==> config.mk <==
export PLATFORM = sky130hd
export DESIGN_NAME = comb_stereo
export DESIGN_NICKNAME = d
export VERILOG_FILES = /design/src/rtl/comb_pkg.sv /design/src/rtl/comb_delay_cfg.sv /design/src/rtl/comb_line.sv /design/src/rtl/comb_mix.sv /design/src/rtl/comb_stereo.sv
export SDC_FILE = /design/constraint.sdc
export NUM_CORES = 2
export LEC_CHECK = 0
export CAP_MARGIN = 20
export CORE_MARGIN = 2
export CORE_UTILIZATION = 40
export DETAILED_ROUTE_END_ITERATION = 12
export DONT_BUFFER_PORTS = 1
export PLACE_DENSITY = 0.56
export SLEW_MARGIN = 10
export SYNTH_ARGS = -nofsm -noshare
export SYNTH_HDL_FRONTEND = slang
export SYNTH_SLANG_ARGS = --single-unit
==> constraint.sdc <==
create_clock -name clk -period 10.5 [get_ports clk]
set_input_delay 1.575 -clock clk [delete_from_list [all_inputs] [get_ports clk]]
set_output_delay 1.575 -clock clk [all_outputs]
set_load 0.02 [all_outputs]
==> src/rtl/comb_pkg.sv <==
// Package comb_pkg
// Holds the arithmetic shared by the stereo synthesizer modules: how
// many samples one half-millisecond step spans at a given sample rate.
// Assumes the sample rate is a whole multiple of 2000 Hz.
package comb_pkg;

    // Number of samples per half-millisecond delay step.
    function automatic int calc_step(input int rate_hz);
        return rate_hz / 2000;
    endfunction

    // Buffer depth needed to hold the longest of the n_set settings.
    function automatic int calc_depth(input int rate_hz, input int n_set);
        return calc_step(rate_hz) * n_set;
    endfunction

endpackage

==> src/rtl/comb_delay_cfg.sv <==
// Module comb_delay_cfg
// Turns the delay code into a delay length in samples and holds it.
// The code is taken only while reset is asserted, so the setting stays
// fixed from the end of reset until the next reset.
// Assumes CW is wide enough to hold N_SET * STEP.
module comb_delay_cfg #(
    parameter int CODE_W = 3,
    parameter int STEP   = 24,
    parameter int CW     = 8
) (
    input  logic              clk,
    input  logic              rst_n,
    input  logic [CODE_W-1:0] code,
    output logic [CW-1:0]     dly_len
);
    localparam int N_SET = 1 << CODE_W;

    logic [CW-1:0] len_tbl [N_SET];

    // One table entry for each setting: (index + 1) steps.
    for (genvar g = 0; g < N_SET; g++) begin : g_len
        assign len_tbl[g] = CW'((g + 1) * STEP);
    end

    // Capture the selected length while reset is held; hold it after.
    always_ff @(posedge clk) begin
        if (!rst_n) begin
            dly_len <= len_tbl[code];
        end
    end

endmodule

==> src/rtl/comb_line.sv <==
// Module comb_line
// Circular delay buffer with one write pointer. Each accepted sample is
// written at the pointer. The tap reads the slot dly_len places behind
// the pointer, modulo DEPTH, through an asynchronous read, so the tap
// sees the old content even when the read and write slots coincide.
// Until dly_len samples have been written since reset, the tap is zero.
// Assumes 1 <= dly_len <= DEPTH and that dly_len is stable after reset.
module comb_line #(
    parameter int DATA_W = 16,
    parameter int DEPTH  = 192,
    parameter int AW     = 8,
    parameter int CW     = 8
) (
    input  logic              clk,
    input  logic              rst_n,
    input  logic              wr_en,
    input  logic [DATA_W-1:0] wr_data,
    input  logic [CW-1:0]     dly_len,
    output logic [DATA_W-1:0] tap,
    output logic [CW-1:0]     fill_cnt
);
    localparam logic [CW-1:0] LAST  = CW'(DEPTH - 1);
    localparam logic [CW-1:0] FULL  = CW'(DEPTH);

    logic [DATA_W-1:0] mem [DEPTH];
    logic [CW-1:0]     wr_ptr;
    logic [CW-1:0]     back_off;
    logic [CW-1:0]     rd_ptr;
    logic              primed;

    // Advance the write pointer on each accepted sample, wrapping at DEPTH.
    always_ff @(posedge clk) begin
        if (!rst_n) begin
            wr_ptr <= '0;
        end else if (wr_en) begin
            wr_ptr <= (wr_ptr == LAST) ? '0 : wr_ptr + 1'b1;
        end
    end

    // Count accepted samples since reset, saturating at the buffer depth.
    always_ff @(posedge clk) begin
        if (!rst_n) begin
            fill_cnt <= '0;
        end else if (wr_en && (fill_cnt != FULL)) begin
            fill_cnt <= fill_cnt + 1'b1;
        end
    end

    // Store the accepted sample; the memory itself needs no reset.
    always_ff @(posedge clk) begin
        if (wr_en) begin
            mem[wr_ptr[AW-1:0]] <= wr_data;
        end
    end

    // Read address: pointer minus delay, folded back into [0, DEPTH).
    always_comb begin
        back_off = FULL - dly_len;
        if (wr_ptr >= dly_len) begin
            rd_ptr = wr_ptr - dly_len;
        end else begin
            rd_ptr = wr_ptr + back_off;
        end
    end

    // Tap is valid only once the selected span has been written.
    always_comb begin
        primed = (fill_cnt >= dly_len);
        tap    = primed ? mem[rd_ptr[AW-1:0]] : '0;
    end

endmodule

==> src/rtl/comb_mix.sv <==
// Module comb_mix
// Forms the sum and difference of the current sample and its delayed
// partner at one extra bit, halves both by an arithmetic shift and
// registers them. The valid strobe follows the accepted sample by one
// clock. Assumes both inputs are two's complement.
module comb_mix #(
    parameter int DATA_W = 16
) (
    input  logic              clk,
    input  logic              rst_n,
    input  logic              in_valid,
    input  logic [DATA_W-1:0] cur,
    input  logic [DATA_W-1:0] dly,
    output logic              out_valid,
    output logic [DATA_W-1:0] left,
    output logic [DATA_W-1:0] right
);
    logic [DATA_W:0] cur_x;
    logic [DATA_W:0] dly_x;
    logic [DATA_W:0] sum_w;
    logic [DATA_W:0] dif_w;

    // Sign-extend by one bit so neither result can wrap.
    always_comb begin
        cur_x = {cur[DATA_W-1], cur};
        dly_x = {dly[DATA_W-1], dly};
        sum_w = cur_x + dly_x;
        dif_w = cur_x - dly_x;
    end

    // Register halved results; hold them when no sample arrives.
    always_ff @(posedge clk) begin
        if (!rst_n) begin
            right <= '0;
            left  <= '0;
        end else if (in_valid) begin
            right <= sum_w[DATA_W:1];
            left  <= dif_w[DATA_W:1];
        end
    end

    // One-cycle strobe for each accepted sample.
    always_ff @(posedge clk) begin
        if (!rst_n) begin
            out_valid <= 1'b0;
        end else begin
            out_valid <= in_valid;
        end
    end

endmodule

==> src/rtl/comb_stereo.sv <==
// Module comb_stereo
// Top of the comb-filter stereo synthesizer. A mono sample goes into a
// circular delay buffer, and is mixed with the sample D accepted samples
// older: the sum drives the right channel and the difference drives the
// left. D is fixed at reset from delay_code.
// Assumes SAMPLE_RATE is a multiple of 2000 Hz and the resulting depth
// stays within a few thousand entries.
module comb_stereo #(
    parameter int DATA_W      = 16,
    parameter int SAMPLE_RATE = 48000,
    parameter int CODE_W      = 3
) (
    input  logic              clk,
    input  logic              rst_n,
    input  logic              in_valid,
    input  logic [DATA_W-1:0] in_sample,
    input  logic [CODE_W-1:0] delay_code,
    output logic              out_valid,
    output logic [DATA_W-1:0] left,
    output logic [DATA_W-1:0] right
);
    import comb_pkg::*;

    localparam int STEP  = calc_step(SAMPLE_RATE);
    localparam int N_SET = 1 << CODE_W;
    localparam int DEPTH = calc_depth(SAMPLE_RATE, N_SET);
    localparam int AW    = (DEPTH > 1) ? $clog2(DEPTH) : 1;
    localparam int CW    = $clog2(DEPTH + 1);

    logic [CW-1:0]     dly_len;
    logic [CW-1:0]     fill_cnt;
    logic [DATA_W-1:0] tap;

    comb_delay_cfg #(
        .CODE_W (CODE_W),
        .STEP   (STEP),
        .CW     (CW)
    ) u_cfg (
        .clk     (clk),
        .rst_n   (rst_n),
        .code    (delay_code),
        .dly_len (dly_len)
    );

    comb_line #(
        .DATA_W (DATA_W),
        .DEPTH  (DEPTH),
        .AW     (AW),
        .CW     (CW)
    ) u_line (
        .clk      (clk),
        .rst_n    (rst_n),
        .wr_en    (in_valid),
        .wr_data  (in_sample),
        .dly_len  (dly_len),
        .tap      (tap),
        .fill_cnt (fill_cnt)
    );

    comb_mix #(
        .DATA_W (DATA_W)
    ) u_mix (
        .clk       (clk),
        .rst_n     (rst_n),
        .in_valid  (in_valid),
        .cur       (in_sample),
        .dly       (tap),
        .out_valid (out_valid),
        .left      (left),
        .right     (right)
    );

endmodule

======== After elaboration in Yosys (flattened, before gate mapping) ========
Memories as Yosys holds them, arrays and structs flattened. A register that Yosys moved wholly into a read port is not among the register bits.
Index checks and enable logic that the tools add are counted.
cells by class
  $add $sub $neg .......................... 7
  order comparisons ....................... 2
  equal/unequal tests ..................... 2
  muxes and demuxes ....................... 5
  bitwise gates (word level) .............. 1
  reduce and logical (&&, ||, !) cells .... 2
operators with widths
  operator                                                        number
  16-bit by 16-bit adder with 17-bit output                       1
  16-bit by 16-bit subtractor with 17-bit output                  1
  8-bit by 1-bit adder with 8-bit output (second input constant)  2
  8-bit >= comparator                                             2
  16-bit two-way mux                                              1
  8-bit two-way mux                                               2
  8-bit adder                                                     1
  8-bit equality test (second input constant)                     1
  8-bit inequality test (second input constant)                   1
  8-bit subtractor                                                1
  8-bit subtractor (first input constant)                         1
  3-bit NOT with 4-bit output                                     1
  1-bit two-way mux                                               2
  1-bit logical AND                                               1
  1-bit logical NOT                                               1
storage, ports and cells
  bits in registers ....................... 49
  RAM bits ................................ 3072
  ROM bits ................................ 64
  input bits .............................. 22
  logic and storage cells ................. 26
  memories ................................ 2
memory list
  name              words  bits a word  rd ports  clocked after memory_dff  write ports  line                  text
  u_line.mem        192    16           1         0                         1            comb_line.sv:25       logic [DATA_W-1:0] mem [DEPTH];
  (name not given)  8      8            1         1                         0            comb_delay_cfg.sv:28  dly_len <= len_tbl[code];

======== Depth between registers and ports, before layout ========
An unclocked memory read counts as a cell.
  depth after elaboration ................. 6
  gate-level depth with buffers ........... 37

======== By module ========
A second synthesis with hierarchy kept.
unflattened totals
  cells, all modules ...................... 7304
  area total of the unflattened synthesis .. 124036.5 um2
modules (own cells, without submodules)
  module          instances  cells each  area each (um2)
  comb_line       1          6948        121136.2
  comb_mix        1          338         2672.6
  comb_delay_cfg  1          18          227.7

======== Worst setup path after synthesis ========
OpenSTA, ideal clock, no wires.
  kind .................................... reg2reg
  from .................................... reg u_line.wr_ptr[0]
  to ...................................... reg u_mix.left[13]
  library setup time ...................... 122 ps
  arrival ................................. 6440 ps
  required time ........................... 10378 ps
  path slack .............................. 3938 ps
  cell stages (with the launch flop) ...... 34
  path buffers ............................ 8
  cell sequence ........................... dfxtp_1 -> buf_2 -> buf_4 -> buf_4 -> inv_1 -> ha_1 -> buf_2 -> a21boi_2 -> o22a_2 -> a21oi_2 -> a21oi_4 -> buf_2 -> buf_2 -> buf_2 -> buf_2 -> mux4_2 -> mux4_2 -> nand2_1 -> a31oi_1 -> o211ai_1 -> ha_1 -> a21o_1 -> a21oi_1 -> o21bai_1 -> a21oi_1 -> o21bai_1 -> a21oi_1 -> o21bai_1 -> a21oi_1 -> o21bai_1 -> a21oi_1 -> o31ai_1 -> and3_1 -> a311o_1
between the ends
  word-level cells in the longest chain between the ends .. 5
RTL lines
  what                                                line             text
  start: declaration                                  comb_line.sv:26  logic [CW-1:0] wr_ptr;
  start signal: assignment                            comb_line.sv:36  wr_ptr <= (wr_ptr == LAST) ? '0 : wr_ptr + 1'b1;
  8-bit adder, or another cell as far along           comb_line.sv:62  rd_ptr = wr_ptr + back_off;
  8-bit two-way mux (*)                               comb_line.sv:59  if (wr_ptr >= dly_len) begin
  memory read 192 x 16 bit (*)                        n/a
  16-bit two-way mux (*)                              comb_line.sv:69  tap = primed ? mem[rd_ptr[AW-1:0]] : '0;
  16-bit by 16-bit subtractor with 17-bit output (*)  comb_mix.sv:28   dif_w = cur_x - dly_x;
  end signal: assignment                              comb_mix.sv:38   left <= dif_w[DATA_W:1];
  end: declaration                                    comb_mix.sv:15   output logic [DATA_W-1:0] left,
Every way passes the cells marked *; elsewhere a longest branch is shown, timed or not.
A chain may end at the register's enable or synchronous reset.

======== Worst setup path after layout ========
  from .................................... reg u_line.wr_ptr[1]
  to ...................................... reg u_mix.left[13]
The elaborated chain is that of the path after synthesis.

==> metrics.csv <==
metric,value,unit
maxCapViolations,0,
power.internal,21.34,mW
power,28.00,mW
slowest_delay,760,ps
power.share.sequential,49.2,%
fin_skew,90.66,ps
ant_nets,0,
period_needed,8713,ps
cts.sinks,3126,
swShare,23.77,%
finalNonFillerCells,9966,
synth_edf_count,3077,
routed_wl,324000,um
finalHoldViolations,0,
dieWidth,556.6,um
grt.overflow.total,0,
dieArea,309800,sq um
layout-drive-gt1-share,29.89,%
synth_top_area_share,75.64,%
ios,55,
dr_total_vias,58570,
slowest_stage,dfxtp_4,
area_delta_synth_final,13.35,%
grt_start_max_net_pins,198,
layout_commonest_cell,edfxtp_1,
yosysTopAreaCell,edfxtp_1,
p_leak,42.35,nW
synth_top_flop_cell,edfxtp_1,
avgRoutedWirePerCell,32.51,um
globalplace.congestion,0.8355,
start_kind,flop,
hp-class,flop to flop,
yosysSeqAreaShare,76.44,%
tns,0,ps
drc,0,
drtIter0Drc,7496,
p_switching,6.655,mW
dp_hpwl,178300,um
cts-resized-gates,0,
setup_violations,0,
maxSlewViolCount,0,
clkPwrFrac,39.6,%
grt_usage,20.77,%
grt_pass1_wl,456100,um
die_h,556.6,um
antenna_found_initial,17,
max_clock_freq,114.8,MHz
first_pass_iters,6,
netlist_area,122200,sq um
slew_headroom,19.32,%
dp.cells,9373,
combPwrFrac,11.1,%
initial_utilization,40.28,%
via_per_inst,5.877,
num_rows,202,
syn_area_per_cell,22.51,sq um
cts_buffers,329,
cts_hold_buf,0,
synth_cell_types,85,
worst_pin_slew,1210,ps
synth_fp_nets,5513,
max-vdd-ir-drop,0.1496,mV
cpMostUsedCell,a21oi_1,
core_area,303300,sq um
cts-root-buf,clkbuf_16,
fill_cells,25010,
cts_setup_buffers,0,
layout_common_cells,"3077 x edfxtp_1, 946 x mux4_2, 332 x clkbuf_16, 264 x nand2_1, 244 x buf_4",
grt_pass1_vias,58770,
status,"finished, final reports clean",
clockBufferDepth,4,
required,11260,ps
clk_latency,900,ps
cp.arrival,9480,ps
rsz0062_at_grt,no,
clk_pin_slew,60,ps
synth_area_leaders,"edfxtp_1 76%, mux4_2 17%, nand2_1 0.81%",
ys_async_sr_fraction,0,%
fin_crit_sh,82.98,%
postSynthCellCount,5428,
nets,5813,
htreeDepth,5,
port_buffers,0,
yosysWarnings,0,
yosys_register_bits,3126,
cts_tree,built,
worst-setup-path-type,flop to flop,
end_kind,flop,
critPathMaxFanout,82,
pwr_density_cell,202.2,nW/um^2
## synthesized netlist by cell type, types with 12 or more instances
cell / instances
a211oi_1: 14
o211ai_1: 15
inv_1: 36
mux4_2: 946
nand2_1: 265
and3_1: 34
a311oi_1: 21
ha_1: 58
clkbuf_1: 92
xnor2_1: 25
inv_2: 15
edfxtp_1: 3077
nor2_1: 260
a21oi_1: 35
nand3_1: 48
buf_4: 12
buf_1: 27
dfxtp_1: 49
o21ai_0: 22
mux2i_1: 25
buf_2: 159
xor2_1: 14
a31oi_1: 36
## routing by layer
| layer | vias to the layer above | GRT usage [%] | wire length [um] |
|---|---|---|---|
| met1 | 32260 | 30.03 | 137500 |
| li1 | 23510 | - | - |
| met2 | 2365 | 32.88 | 154400 |
| met5 | - | 0 | 58 |
| met4 | 8 | 4.879 | 7519 |
| met3 | 429 | 3.691 | 24450 |
## registers in the layout (all words and copies together) (netlist names)
signal	flops
u_mix.right	16
u_line.mem	3072
u_cfg.dly_len	5
u_line.wr_ptr	8
u_line.fill_cnt	8
u_mix.out_valid	1
u_mix.left	16
## metrics by stage
step	hold slack (ps)	setup slack [ps]	util [%]	instance area, sq um
after detailed placement	523.7	2030	42.29	128300
after CTS	538.9	1963	45.64	138400
after global placement	503.9	1974	42.28	128200
final	540.2	1787	45.66	138500
after global routing	569.8	1429	45.65	138400
after floorplan	490.5	3938	-	122200
## worst max-delay path, delay by kind of cell (launching register included)
kind                     cells  cell delay (ps)
flip-flops                   1              760
multiplexers                 2              930
buffers and inverters        4             1600
adder cells (fa/ha/maj)      2              780
AO/OA/AOI/OAI               18             3890
AND/OR/NAND/NOR              3              470
## final timing paths
kind | to | from | slack (ps) | cells past startpoint
min | u_line.fill_cnt[1]$_SDFFE_PN0P_ | u_line.fill_cnt[1]$_SDFFE_PN0P_ | 540 | 2
max reg2reg | u_mix.left[13]$_SDFFE_PN0P_ | u_line.wr_ptr[1]$_SDFFE_PN0P_ | 1790 | 29
max | u_mix.left[13]$_SDFFE_PN0P_ | u_line.wr_ptr[1]$_SDFFE_PN0P_ | 1790 | 29
min reg2reg | u_line.fill_cnt[1]$_SDFFE_PN0P_ | u_line.fill_cnt[1]$_SDFFE_PN0P_ | 540 | 2
## kinds of logic (layout without fill, tap and decap cells)
family	after synthesis	in the layout	synth area share [%]
AOI/OAI and AO/OA	214	214	1.320
xor gates and xnor gates	39	39	0.2796
adders and majority gates	63	63	0.6760
buffers and inverters	344	894	1.275
DFF	3126	3126	76.44
muxes	977	977	17.72
other	0	10	0
and+or+nand+nor	665	665	2.295
## power by group through the flow
stage	registers (mW)	logic (mW)	clock network, mW
after floorplan	14.0	2.01	0
after global placement	14.0	3.15	0
after detailed placement	14.0	3.14	0
after CTS	13.8	3.15	11.3
after global routing	13.8	3.26	11.8
final	13.8	3.12	11.1
## cell type report
class	count	area, sq um	share of cell area (%)
timing repair buffer	262	2167	1.565
clock buffer	421	8702	6.285
tap	3978	4977	3.595
antenna	10	25.02	0.01807
sequential	3126	93390	67.44
inverter	51	191.4	0.1383
multi-input combinational	1958	27550	19.90
clock inverter	160	1465	1.058
(Power assumes the default switching activity.)
